$ cat src/rtl/mbr_pkg.sv
package mbr_pkg;

   typedef enum logic {
      BUS_SEP_STROBE  = 1'b0,
      BUS_DATA_STROBE = 1'b1
   } bus_mode_e;

   localparam int unsigned NUM_RW_SLOTS = 10;
   localparam int unsigned NUM_RO_BYTES = 13;
   localparam int unsigned RO_BASE      = 'h08;
   localparam int unsigned MASK_ADDR    = 'h15;
   localparam int unsigned TEST_ADDR    = 'h1C;

   // address owned by a writable storage slot
   function automatic int unsigned slot_addr(input int unsigned s);
      if (s < 8)       return s;
      else if (s == 8) return MASK_ADDR;
      else             return TEST_ADDR;
   endfunction

endpackage

$ cat src/rtl/mbr_sync.sv
module mbr_sync #(
   parameter int unsigned   WIDTH   = 1,
   parameter int unsigned   STAGES  = 2,
   parameter logic [WIDTH-1:0] RST_VAL = '0
) (
   input  logic             clk,
   input  logic             rst,
   input  logic [WIDTH-1:0] d,
   output logic [WIDTH-1:0] q
);

   generate
      if (STAGES < 2) begin : g_bad_depth
         $error("mbr_sync needs at least two stages");
      end
   endgenerate

   logic [WIDTH-1:0] stg [STAGES];

   generate
      for (genvar g = 0; g < STAGES; g++) begin : g_stage
         always_ff @(posedge clk) begin
            if (rst)         stg[g] <= RST_VAL;
            else if (g == 0) stg[g] <= d;
            else             stg[g] <= stg[(g == 0) ? 0 : g-1];
         end
      end
   endgenerate

   assign q = stg[STAGES-1];

endmodule

$ cat src/rtl/mbr_strobe.sv
module mbr_strobe
   import mbr_pkg::*;
#(
   parameter int unsigned DATA_W = 8
) (
   input  logic              clk,
   input  logic              rst,
   input  logic              mode_sel,
   input  logic              ale_s,
   input  logic              rd_n_s,
   input  logic              wr_n_s,
   input  logic              ds_s,
   input  logic              rw_s,
   input  logic [DATA_W-1:0] bus_s,
   output logic              rd_act,
   output logic              ale_act,
   output logic              wr_commit,
   output logic [DATA_W-1:0] wdata,
   output logic [DATA_W-1:0] addr_q,
   output logic              addr_vld
);

   logic              wr_act;
   logic              ale_prev;
   logic              wr_prev;
   logic [DATA_W-1:0] addr_hold;

   // strobe convention chosen by the strap
   always_comb begin
      if (mode_sel == BUS_DATA_STROBE) begin
         rd_act = ds_s & rw_s;
         wr_act = ds_s & ~rw_s;
      end else begin
         rd_act = ~rd_n_s;
         wr_act = ~wr_n_s;
      end
      ale_act = ale_s;
   end

   always_ff @(posedge clk) begin
      if (rst) begin
         ale_prev  <= 1'b0;
         wr_prev   <= 1'b0;
         addr_hold <= '0;
         addr_q    <= '0;
         addr_vld  <= 1'b0;
         wdata     <= '0;
      end else begin
         ale_prev <= ale_s;
         wr_prev  <= wr_act;
         if (ale_s)  addr_hold <= bus_s;
         if (wr_act) wdata     <= bus_s;
         if (ale_prev && !ale_s) begin
            addr_q   <= addr_hold;
            addr_vld <= 1'b1;
         end
      end
   end

   assign wr_commit = wr_prev & ~wr_act & addr_vld;

   // falling address strobe takes the last value seen while it was high
   p_addr_latch_r3 : assert property (@(posedge clk) disable iff (rst)
      (ale_prev && !ale_s) |=> (addr_vld && addr_q == $past(addr_hold)));

   // a commit only follows a write strobe that was active
   p_commit_after_strobe_r4 : assert property (@(posedge clk) disable iff (rst)
      wr_commit |-> $past(wr_act));

endmodule

$ cat src/rtl/mbr_regs.sv
module mbr_regs
   import mbr_pkg::*;
#(
   parameter int unsigned DATA_W = 8
) (
   input  logic                           clk,
   input  logic                           rst,
   input  logic                           wr_en,
   input  logic [DATA_W-1:0]              addr,
   input  logic [DATA_W-1:0]              wdata,
   input  logic [NUM_RO_BYTES*DATA_W-1:0] ro_vec,
   output logic [NUM_RW_SLOTS*DATA_W-1:0] rw_vec,
   output logic [DATA_W-1:0]              rdata
);

   logic [DATA_W-1:0]       rw_q [NUM_RW_SLOTS];
   logic [NUM_RW_SLOTS-1:0] slot_hit;

   generate
      for (genvar g = 0; g < NUM_RW_SLOTS; g++) begin : g_slot
         localparam logic [DATA_W-1:0] SA = DATA_W'(slot_addr(g));
         assign slot_hit[g] = (addr == SA);
         always_ff @(posedge clk) begin
            if (rst)                     rw_q[g] <= '0;
            else if (wr_en && slot_hit[g]) rw_q[g] <= wdata;
         end
         assign rw_vec[g*DATA_W +: DATA_W] = rw_q[g];

         // a write to this slot's address lands with the committed data
         p_write_lands_r4 : assert property (@(posedge clk) disable iff (rst)
            (wr_en && addr == SA) |=> (rw_q[g] == $past(wdata)));
      end
   endgenerate

   always_comb begin
      rdata = '0;
      for (int s = 0; s < NUM_RW_SLOTS; s++)
         if (slot_hit[s]) rdata = rw_q[s];
      for (int k = 0; k < NUM_RO_BYTES; k++)
         if (addr == DATA_W'(RO_BASE + k)) rdata = ro_vec[k*DATA_W +: DATA_W];
   end

   // writes outside the writable set leave every slot untouched
   p_ro_write_ignored_r5 : assert property (@(posedge clk) disable iff (rst)
      (wr_en && slot_hit == '0) |=> $stable(rw_vec));

endmodule

$ cat src/rtl/mux_regbus_if.sv
module mux_regbus_if
   import mbr_pkg::*;
#(
   parameter int unsigned DATA_W      = 8,
   parameter int unsigned SYNC_STAGES = 2
) (
   input  logic                clk,
   input  logic                rst,
   input  logic                mode_sel,
   input  logic                ale,
   input  logic                rd_n,
   input  logic                wr_n,
   input  logic                ds,
   input  logic                rw,
   input  logic [DATA_W-1:0]   ad_in,
   output logic [DATA_W-1:0]   ad_out,
   output logic                ad_oe,
   input  logic [4*DATA_W-1:0] cnt_bits,
   input  logic [4*DATA_W-1:0] cnt_errs,
   input  logic [4*DATA_W-1:0] rx_pattern,
   input  logic [DATA_W-1:0]   status_in,
   output logic [4*DATA_W-1:0] pat_set,
   output logic [DATA_W-1:0]   pat_len,
   output logic [DATA_W-1:0]   poly_tap,
   output logic [DATA_W-1:0]   pat_ctrl,
   output logic [DATA_W-1:0]   err_ins,
   output logic [DATA_W-1:0]   irq_mask,
   output logic [DATA_W-1:0]   test_reg
);

   localparam int unsigned STRB_W = 5;
   localparam logic [STRB_W-1:0] STRB_IDLE = 5'b01100; // ale, rd_n, wr_n, ds, rw

   generate
      if (DATA_W < 6) begin : g_bad_width
         $error("bus width too small for the address map");
      end
   endgenerate

   logic [STRB_W-1:0] strb_s;
   logic [DATA_W-1:0] bus_s;

   mbr_sync #(.WIDTH(STRB_W), .STAGES(SYNC_STAGES), .RST_VAL(STRB_IDLE)) u_sync_strb (
      .clk(clk), .rst(rst), .d({ale, rd_n, wr_n, ds, rw}), .q(strb_s));

   mbr_sync #(.WIDTH(DATA_W), .STAGES(SYNC_STAGES), .RST_VAL('0)) u_sync_bus (
      .clk(clk), .rst(rst), .d(ad_in), .q(bus_s));

   logic              rd_act, ale_act, wr_commit, addr_vld;
   logic [DATA_W-1:0] wdata, addr_q, rdata;

   mbr_strobe #(.DATA_W(DATA_W)) u_strobe (
      .clk(clk), .rst(rst), .mode_sel(mode_sel),
      .ale_s(strb_s[4]), .rd_n_s(strb_s[3]), .wr_n_s(strb_s[2]),
      .ds_s(strb_s[1]), .rw_s(strb_s[0]), .bus_s(bus_s),
      .rd_act(rd_act), .ale_act(ale_act), .wr_commit(wr_commit),
      .wdata(wdata), .addr_q(addr_q), .addr_vld(addr_vld));

   logic [NUM_RO_BYTES*DATA_W-1:0] ro_vec;
   logic [NUM_RW_SLOTS*DATA_W-1:0] rw_vec;

   // read-only window: each 32-bit value most significant byte first
   generate
      for (genvar k = 0; k < 4; k++) begin : g_ro
         assign ro_vec[k*DATA_W +: DATA_W]     = cnt_bits[(3-k)*DATA_W +: DATA_W];
         assign ro_vec[(k+4)*DATA_W +: DATA_W] = cnt_errs[(3-k)*DATA_W +: DATA_W];
         assign ro_vec[(k+8)*DATA_W +: DATA_W] = rx_pattern[(3-k)*DATA_W +: DATA_W];
         assign pat_set[(3-k)*DATA_W +: DATA_W] = rw_vec[k*DATA_W +: DATA_W];
      end
   endgenerate
   assign ro_vec[12*DATA_W +: DATA_W] = status_in;

   mbr_regs #(.DATA_W(DATA_W)) u_regs (
      .clk(clk), .rst(rst), .wr_en(wr_commit), .addr(addr_q), .wdata(wdata),
      .ro_vec(ro_vec), .rw_vec(rw_vec), .rdata(rdata));

   assign pat_len  = rw_vec[4*DATA_W +: DATA_W];
   assign poly_tap = rw_vec[5*DATA_W +: DATA_W];
   assign pat_ctrl = rw_vec[6*DATA_W +: DATA_W];
   assign err_ins  = rw_vec[7*DATA_W +: DATA_W];
   assign irq_mask = rw_vec[8*DATA_W +: DATA_W];
   assign test_reg = rw_vec[9*DATA_W +: DATA_W];

   logic              oe_q;
   logic [DATA_W-1:0] rdata_q;

   always_ff @(posedge clk) begin
      if (rst) begin
         oe_q    <= 1'b0;
         rdata_q <= '0;
      end else begin
         oe_q    <= rd_act & addr_vld & ~ale_act;
         rdata_q <= rdata;
      end
   end

   assign ad_oe  = oe_q;
   assign ad_out = rdata_q;

   // drive only after an active read outside the address phase
   p_oe_needs_read_r7 : assert property (@(posedge clk) disable iff (rst)
      ad_oe |-> ($past(rd_act) && !$past(ale_act)));

   // release follows the end of the read strobe
   p_oe_release_r7 : assert property (@(posedge clk) disable iff (rst)
      !rd_act |=> !ad_oe);

   // leaving reset the bus is not driven
   p_reset_quiet_r8 : assert property (@(posedge clk) disable iff (rst)
      $fell(rst) |-> !ad_oe);

endmodule

$ cat config.mk
export PLATFORM = sky130hd
export DESIGN_NAME = mux_regbus_if
export DESIGN_NICKNAME = d
export VERILOG_FILES = /design/src/rtl/mbr_pkg.sv /design/src/rtl/mbr_sync.sv /design/src/rtl/mbr_strobe.sv /design/src/rtl/mbr_regs.sv /design/src/rtl/mux_regbus_if.sv
export SDC_FILE = /design/constraint.sdc
export NUM_CORES = 1
export LEC_CHECK = 0
export ABC_AREA = 1
export BUFFER_PORTS_ARGS = -buffer_cell sky130_fd_sc_hd__buf_2
export CORE_MARGIN = 2
export CORE_UTILIZATION = 30
export CTS_CLUSTER_SIZE = 12
export DETAILED_ROUTE_END_ITERATION = 7
export PLACE_DENSITY = 0.54
export SLEW_MARGIN = 20
export SYNTH_ARGS = -nofsm -noshare
export SYNTH_HDL_FRONTEND = slang
export SYNTH_HIERARCHICAL = 1
export SYNTH_SLANG_ARGS = --single-unit
$ cat constraint.sdc
create_clock -name clk -period 3.07 [get_ports clk]
set_input_delay 0.614 -clock clk [delete_from_list [all_inputs] [get_ports clk]]
set_output_delay 0.614 -clock clk [all_outputs]
set_load 0.005 [all_outputs]
# == Word level (Yosys, flattened, before mapping) ==
# Memory sizes are Yosys's and may differ from the RTL's.
# Cells that the tools add are included.
# op_classes
bitwise_logic,25
eq_ne,22
n_reduce_logical,13
muxes,72
# ops
cell,n
2-to-1 mux 8 bit,35
== test 8 x 4 -> 1 bit (second input constant),8
== test 8 x 5 -> 1 bit (second input constant),7
2-to-1 mux 1 bit,35
== test 8 x 3 -> 1 bit (second input constant),4
== test 8 x 2 -> 1 bit (second input constant),2
OR 1 bit,14
logical AND 1 bit,11
2-to-1 mux 5 bit,2
== test 8 x 1 -> 1 bit (second input constant),1
zero test 8 bit,1
bitwise AND 1 bit,6
inverter 1 bit,5
zero test 1 bit,1
# totals
regBits,36
ramBits,106
out_inout_bits,89
memories,3
wordCells,143
input_bits,120
# memory_table
memory,words,word_bits,read_ports,rd_ports_with_merged_regs,write_ports,line,text
u_regs.rw_q,10,8,10,0,10,mbr_regs.sv:16,logic [DATA_W-1:0] rw_q [NUM_RW_SLOTS];
u_sync_bus.stg,2,8,2,0,2,mbr_sync.sv:18,logic [WIDTH-1:0] stg [STAGES];
u_sync_strb.stg,2,5,2,0,2,mbr_sync.sv:18,

# == Depth between registers and ports, before layout ==
# Gate-level depths: netlist (run 1).
# depth
word_depth,24
mapped_depth,20
ltp_nobuf,19

# == Modules after synthesis ==
# The synthesis (run 1) kept the hierarchy.
# modules_own_cells
mod,instances,cells_each,seq_area_each_um2,area_each_um2
mbr_regs,1,582,2402.3,4605.7
mbr_strobe,1,138,540.5,1061.0
mbr_sync (u_sync_bus),1,50,320.3,474.2
mbr_sync (u_sync_strb),1,31,200.2,279.0
mux_regbus_if,1,31,180.2,275.3

# == Least setup slack after synthesis (run 1) ==
# OpenSTA, ideal clock, no wires.
# synth_path
kind,in2reg
startpoint,input mode_sel
endpoint,memory u_regs.rw_q[2][0] (enable)
path_stages,8
path_buffers,2
setup_time_ns,0.384
t_required_ns,2.686
path_slack_ns,0.463
arrival_time_ns,2.223
cell_sequence,inv_2 nand2_4 buf_8 nand2_1 nor2_1 clkbuf_1 inv_1 o21ai_0
# synth_lines
element,line,text
"start, declared",mux_regbus_if.sv:9,"input logic mode_sel,"
"end, declared",mbr_regs.sv:16,

# == Worst setup path after layout (run 1) ==
# layout_path
startpoint,register u_strobe.addr_q[0]
endpoint,"register rdata_q[0], in the netlist ad_out[0]"
# layout_between
elab_chain_cells,24
elab_cells_between_ends,46
cone_classes,eq/ne: 22; mux: 23; reduce/logical: 1
# layout_rtl
element,line,text
"start, declared",mbr_strobe.sv:19,"output logic [DATA_W-1:0] addr_q,"
"start signal, assigned",mbr_strobe.sv:54,addr_q <= addr_hold;
zero test 8 bit,mbr_regs.sv:22,assign slot_hit[g] = (addr == SA);
2-to-1 mux 8 bit (10 in a row),mbr_regs.sv:38,if (slot_hit[s]) rdata = rw_q[s];
2-to-1 mux 8 bit (12 in a row),mbr_regs.sv:40,if (addr == DATA_W'(RO_BASE + k)) rdata = ro_vec[k*DATA_W +: DATA_W];
2-to-1 mux 8 bit (*),mbr_regs.sv:40,
via rdata[0],mux_regbus_if.sv:50,"logic [DATA_W-1:0] wdata, addr_q, rdata;"
"end signal, assigned",mux_regbus_if.sv:93,rdata_q <= rdata;
"end, declared",mux_regbus_if.sv:85,logic [DATA_W-1:0] rdata_q;
# The timed path passes the listed nets; every way through them passes the cells marked *.
# A chain may end at the register's enable or synchronous reset.

==> flow_summary.toml, run 1 <==
[outcome]
status = "finished clean"

[worst_setup_path]
crit_slowest_cell = "dfxtp_1"
criticalPathCategory = "flop to flop"
cp-end-kind = "flop"
required_ps = 3360
crit_family = "simple AND/OR/NAND/NOR gates"
arrival_ps = 2790
reg2reg_depth = 17
path_max_fanout = 10
worstSetupStartpointType = "flop"
cp_cell_sequence = "nor2_1, nand2_1, nor2_4, nand2_1, nand3_1, nor2_1, nand4_1, nor2_1, nand4_1, nand2_1, nand4_1, nor2_1, nand4_1, nand2_1, nand4_1, inv_1, nor2_1"
path_depth = 17
path_buf_inv = 1
cpPeakStageDelay_ps = 490

[pwr]
power_leakage_nw = 3.84
p_int_mw = 3.58
finalPower_mw = 4.63
p_clk_frac = 0.457
pwr-share-comb = 0.085
p_per_area_mw_per_mm2 = 534
p_sw_frac = 0.227
p_switching_mw = 1.05
share_seq_of_total_power = 0.459
ir_worst_vdd_v = 0.000364

[floorplan]
num_io_pins = 209
start_util = 0.306
core_mm2 = 0.0219
row_count = 54
die_w_um = 153
fp.dieArea_mm2 = 0.0235
die_y_um = 153

[logic_synthesis]
synth_cells = 832
syn_area_mm2 = 0.00670
yosysSeqAreaShare = 0.544
yosysUniqueCellTypes = 34
ys_ff_latch = 142
synth_nets = 952
syn_area_per_cell_um2 = 8.05
yosys_warnings = 6

[finish]
stdcell_count = 1349
num-fill-cells = 2291
synthToLayoutAreaGrowth_pct = 29.4
num_antenna_cells = 0
drive_gt1_frac = 0.277
layout.nets = 1178

[clocking]
clkSlewWorstSetupHoldPaths_ps = 60
h-tree-depth = 4
cts.sinks = 142
cts_setup_buffers = 0
cts_buffer_depth = 2
cts_hold_buf = 0
clock_latency_ps = 410
tritoncts = "done"
numCtsBuffers = 17
cts-root-buf = "clkbuf_16"
ctsResizeCount = 0

[drt]
ant_nets = 0
drc = 0
vias = 6041
drt-total-wl_um = 21100
wire_per_inst_um = 15.7
first_pass_iters = 5
drt-vias-per-instance = 4.48
drt-initial-drc-count = 491

[timing]
slew_viol_final = 0
rsz0062_at_grt = "no"
min_period_ps = 2500
period_share = 0.813
fin_worst_skew_ps = 9.18
worst_pin_slew_ps = 661
setup_viol = 0
relSlewSlack = 0.558
fin_setup_tns_ps = 0
hold_viol_final = 0
max_freq_ghz = 0.401

[placed_design]
place_congestion = 0.895
dpl.cell_count = 1319
port_buffers = 208
place_hpwl_um = 16200

[grt]
busiest_layer = "met2"
grt_use_met3 = 0.0400
grt_pass1_wl_um = 32000
gr-total-overflow = 0
grt_use_total = 0.177
met2_usage = 0.296
antenna_found_initial = 0
grt_util_met1 = 0.234
grt_pass1_vias = 5694
grt_max_degree = 40

[hold_path]
hold_class = "input pin to flop"
hold_path_depth = 3

[flow_run]
drv_cap = 0
## Yosys cell counts (all sizes together)
| master | count | area [um^2] |
|---|---|---|
| nor2 | 222 | 891 |
| edfxtp | 80 | 2400 |
| o211ai | 2 | 15.0 |
| buf | 11 | 109 |
| or2 | 8 | 50.1 |
| a21oi | 30 | 154 |
| clkbuf | 3 | 11.3 |
| nor3b | 1 | 7.51 |
| dfxtp | 62 | 1240 |
| nor3 | 10 | 77.6 |
| and2 | 1 | 6.26 |
| clkinv | 9 | 35.0 |
| inv | 103 | 389 |
| o21ai | 21 | 105 |
| nand3 | 33 | 183 |
| nand4 | 38 | 238 |
| nand2 | 198 | 781 |
## area by class of cell
class                           count  area, um^2  area share
Multi-Input combinational cell    564        2510       0.289
Tap cell                          280         350      0.0404
Sequential cell                   142        3640       0.421
Clock inverter                     11         168      0.0194
Inverter                          112         424      0.0490
Timing Repair Buffer              221        1140       0.131
Clock buffer                       19         433      0.0500
## layer usage
| metal | share of wire | vias up |
|---|---|---|
| met2 | 0.49 | 198 |
| met5 | 0 | - |
| li1 | - | 3108 |
| met3 | 0.061 | 10 |
| met4 | 0.0077 | 0 |
| met1 | 0.45 | 2725 |
## kinds of logic (layout without fill, tap and decap cells)
logic type / count (synthesis) / after routing / synth area share
AO/OA/AOI/OAI: 53 / 53 / 0.0409
buffers and inverters: 126 / 363 / 0.0813
flip-flops: 142 / 142 / 0.544
AND/OR/NAND/NOR: 511 / 511 / 0.334
## state kept, by name (all words and copies together), names as in the netlist
| register | cells |
|---|---|
| u_sync_strb/stg | 10 |
| u_strobe/addr_q | 8 |
| u_regs/rw_q | 80 |
| u_strobe/addr_vld | 1 |
| u_strobe/ale_prev | 1 |
| ad_oe | 1 |
| u_strobe/wdata | 8 |
| u_sync_bus/stg | 16 |
| u_strobe/wr_prev | 1 |
| u_strobe/addr_hold | 8 |
| ad_out | 8 |
## power groups by stage
stage / sequential (mW) / clock, mW / combinational [mW]
4_1_cts: 2.13 / 2.16 / 0.395
3_5_place_dp: 2.17 / 0 / 0.394
2_1_floorplan: 2.16 / 0 / 0.188
3_3_place_gp: 2.17 / 0 / 0.393
6_report: 2.12 / 2.11 / 0.392
5_1_grt: 2.13 / 2.24 / 0.441
## metrics by stage
stage | worst slack [ps] | hold slack, ps | utilization | instance area [um^2]
floorplan | 463 | 380 | - | 6700
global placement | 565 | 394 | 0.368 | 8060
detailed placement | 562 | 392 | 0.368 | 8060
CTS | 551 | 359 | 0.396 | 8660
global route | 278 | 375 | 0.396 | 8660
finish | 574 | 382 | 0.396 | 8660
## worst reg2reg max path: stages, from the launching register on
cell,delay (ps)
dfxtp_1,490
nor2_1,130
nand2_1,140
nor2_4,90
nand2_1,80
nand3_1,80
nor2_1,150
nand4_1,150
nor2_1,180
nand4_1,140
nand2_1,110
nand4_1,80
nor2_1,200
nand4_1,130
nand2_1,90
nand4_1,70
inv_1,60
nor2_1,30
## layout by cell type, fill, tap and decap left out, types with 13 or more instances in the layout
master     Yosys  routed
dfxtp_1       62      62
edfxtp_1      80      80
clkbuf_16      0      17
a21oi_1       29      29
nand3_1       31      31
buf_4          1      13
nor2_1       207     207
inv_2         13      13
inv_1         89      89
nand2_1      191     191
o21ai_0       20      20
nand4_1       38      38
buf_2          3     208
## worst paths after layout
kind | slack (ps) | endpoint | startpoint
hold reg to reg | 400 | u_sync_bus/stg[1][1]$_SDFF_PP0_ | u_sync_bus/stg[0][1]$_SDFF_PP0_
setup / recovery | 570 | ad_out[0]$_SDFF_PP0_ | u_strobe/addr_q[0]$_SDFFE_PP0P_
setup reg to reg | 570 | ad_out[0]$_SDFF_PP0_ | u_strobe/addr_q[0]$_SDFFE_PP0P_
hold / removal | 380 | u_sync_strb/stg[0][2]$_SDFF_PP1_ | wr_n
(Power assumes the default switching activity.)
==> inputs of run 2 (changes only) <==
--- a/config.mk
+++ b/config.mk
@@ -11,7 +11,7 @@
 export CORE_UTILIZATION = 30
 export CTS_CLUSTER_SIZE = 12
 export DETAILED_ROUTE_END_ITERATION = 7
-export PLACE_DENSITY = 0.54
+export PLACE_DENSITY = 0.55
 export SLEW_MARGIN = 20
 export SYNTH_ARGS = -nofsm -noshare
 export SYNTH_HDL_FRONTEND = slang
==> constraint.sdc (replaced) <==
create_clock -name clk -period 2.09 [get_ports clk]
set_input_delay 0.418 -clock clk [delete_from_list [all_inputs] [get_ports clk]]
set_output_delay 0.418 -clock clk [all_outputs]
set_load 0.005 [all_outputs]
==> run 2 against run 1 <==
Net effect:
- count of clock-buffer cells in the layout fell by 1
- core utilization is 3.5 points higher
- via count is 7.6% higher
- cell count rose by 4.9%
- global-route usage rose by 0.75 points
- power grew 53%
- sequential share of layout area fell by 3.2 points
- critical path type unchanged
- non-clock buffer count increased by 64
- clock skew shrank 1.6 ps
- critical endpoint is now ad_out[5]$_SDFF_PP0_
- largest power group is now the clock network
- the flow now finishes with violations (setup timing)
- clock power rose by 57%
==> flow_summary.toml, run 2 (synthesis gave the netlist of run 1 again) <==
[floorplan]
row_count = 54
start_util = 0.306
num_io_pins = 209
core_mm2 = 0.0219
die_w_um = 153
die_y_um = 153
fp.dieArea_mm2 = 0.0235

[drt]
drt-initial-drc-count = 523
drt-total-wl_um = 22400
drc = 0
vias = 6499
drt-vias-per-instance = 4.59
wire_per_inst_um = 15.8
first_pass_iters = 5
ant_nets = 0

[pwr]
power_leakage_nw = 4.23
p_clk_frac = 0.467
p_int_mw = 5.45
p_switching_mw = 1.64
ir_worst_vdd_v = 0.000560
p_per_area_mw_per_mm2 = 751
pwr-share-comb = 0.093
p_sw_frac = 0.231
share_seq_of_total_power = 0.440

[timing]
min_period_ps = 2290
setup_viol = 8
slew_viol_final = 0
hold_viol_final = 0
period_share = 1.10
worst_pin_slew_ps = 560
relSlewSlack = 0.624
rsz0062_at_grt = "yes"
fin_ws_ps = -203
fin_worst_skew_ps = 7.53
max_freq_ghz = 0.436

[clocking]
cts_buffer_depth = 2
cts-root-buf = "clkbuf_16"
cts_hold_buf = 0
clock_latency_ps = 420
cts.sinks = 142
clkSlewWorstSetupHoldPaths_ps = 60
h-tree-depth = 4
numCtsBuffers = 17
tritoncts = "done"

[finish]
final_core_util = 0.431
num-fill-cells = 2262
synthToLayoutAreaGrowth_pct = 40.9
final_common_cell = "buf_2"
stdcell_count = 1415
drive_gt1_frac = 0.354
top_regs = "u_regs/rw_q (80), u_sync_bus/stg (16), u_sync_strb/stg (10)"
mostFrequentLayoutCells = "buf_2, nor2_1, nand2_1"
num_antenna_cells = 0
layout.nets = 1242
largest_reg_flops = 80
largest-register = "u_regs/rw_q"

[flow_run]
drv_cap = 0

[placed_design]
port_buffers = 208
place_congestion = 0.908
dpl.cell_count = 1371
place_hpwl_um = 16800

[grt]
grt_pass1_vias = 6223
grt_max_degree = 32
grt_use_total = 0.184
antenna_found_initial = 0
grt_pass1_wl_um = 33600
gr-total-overflow = 0

[worst_setup_path]
worstSetupStartpointType = "flop"
arrival_ps = 2590
required_ps = 2380
path_max_fanout = 6
criticalPathCategory = "flop to flop"
cp-end-kind = "flop"

[outcome]
status = "finished with violations"
violations = "setup timing"

[hold_path]
hold_class = "input pin to flop"
-- run 2: cell count changes in the layout (fill, tap and decap cells not counted), moves of 7 or more --
cell     before  now
dfxtp_1      62   54
nor2_2       11   23
nor2_1      207  188
buf_4        13   66
buf_6         0    7
nor2_4        4   11
-- run 2: worst paths after layout --
path / from / endpoint / slack (ps) / depth (start not counted)
worst max register to register: u_strobe/addr_q[6]$_SDFFE_PP0P_ / ad_out[5]$_SDFF_PP0_ / -200 / 19
worst min register to register: u_sync_strb/stg[0][3]$_SDFF_PP1_ / u_sync_strb/stg[1][3]$_SDFF_PP1_ / 400 / 2
worst min-delay path: rd_n / u_sync_strb/stg[0][3]$_SDFF_PP1_ / 180 / 3
worst max-delay path: u_strobe/addr_q[6]$_SDFFE_PP0P_ / ad_out[5]$_SDFF_PP0_ / -200 / 19
-- run 2: layer usage --
layer,up-vias,part of all wire,wire (um),GRT usage
met5,-,0,0,0
met4,0,0.022,494,0.0660
met3,37,0.068,1520,0.0394
met2,244,0.49,10900,0.310
met1,2977,0.42,9510,0.235
li1,3241,-,-,-
-- run 2: area by class of cell --
| class | instances | area, um^2 | area share |
|---|---|---|---|
| clock buffer | 18 | 429 | 0.0455 |
| clock inverter | 14 | 210 | 0.0223 |
| inverter | 112 | 430 | 0.0456 |
| multi-input combinational | 564 | 2660 | 0.282 |
| sequential | 142 | 3660 | 0.388 |
| tap | 280 | 350 | 0.0371 |
| timing repair buffer | 285 | 1700 | 0.180 |
-- run 2: stage by stage --
step                      setup WS (ps)  area [um^2]  hold slack, ps  setup TNS [ps]  power (mW)
after floorplan                    -118         6700             380           -5650        3.44
after global placement             -256         8480             395           -1260        3.80
after detailed placement           -256         8480             384           -1520        3.80
after CTS                          -174         9340             159            -829        7.15
after global routing               -408         9430             163           -2700        7.37
final                              -203         9430             179           -1310        7.09
-- run 2: power by group through the flow --
stage | Sequential, mW | Combinational [mW] | Clock (mW)
3_5_place_dp | 3.18 | 0.619 | 0
4_1_cts | 3.12 | 0.650 | 3.38
3_3_place_gp | 3.18 | 0.616 | 0
5_1_grt | 3.13 | 0.732 | 3.51
6_report | 3.12 | 0.662 | 3.31
2_1_floorplan | 3.17 | 0.276 | 0
-- run 2: repair_timing --
action,CTS,global route
pin swaps,12,33
buffers inserted,10,3
setup endpoints to repair,8,16
resized for setup,39,22
-- run 2: critical path, stage by stage (launching register included) --
cell,delay (ps)
dfxtp_2,350
nor2_4,50
nand2_4,150
clkinv_4,130
nand3_2,80
nand2_1,70
nor2_2,140
nand3_1,90
nand2_1,110
nand4_1,120
nor2_1,130
nand4_1,100
nand2_1,90
nand4_1,140
nor2_1,140
nand4_1,80
nand2_1,70
nand2_1,50
inv_1,40
nor2_1,30
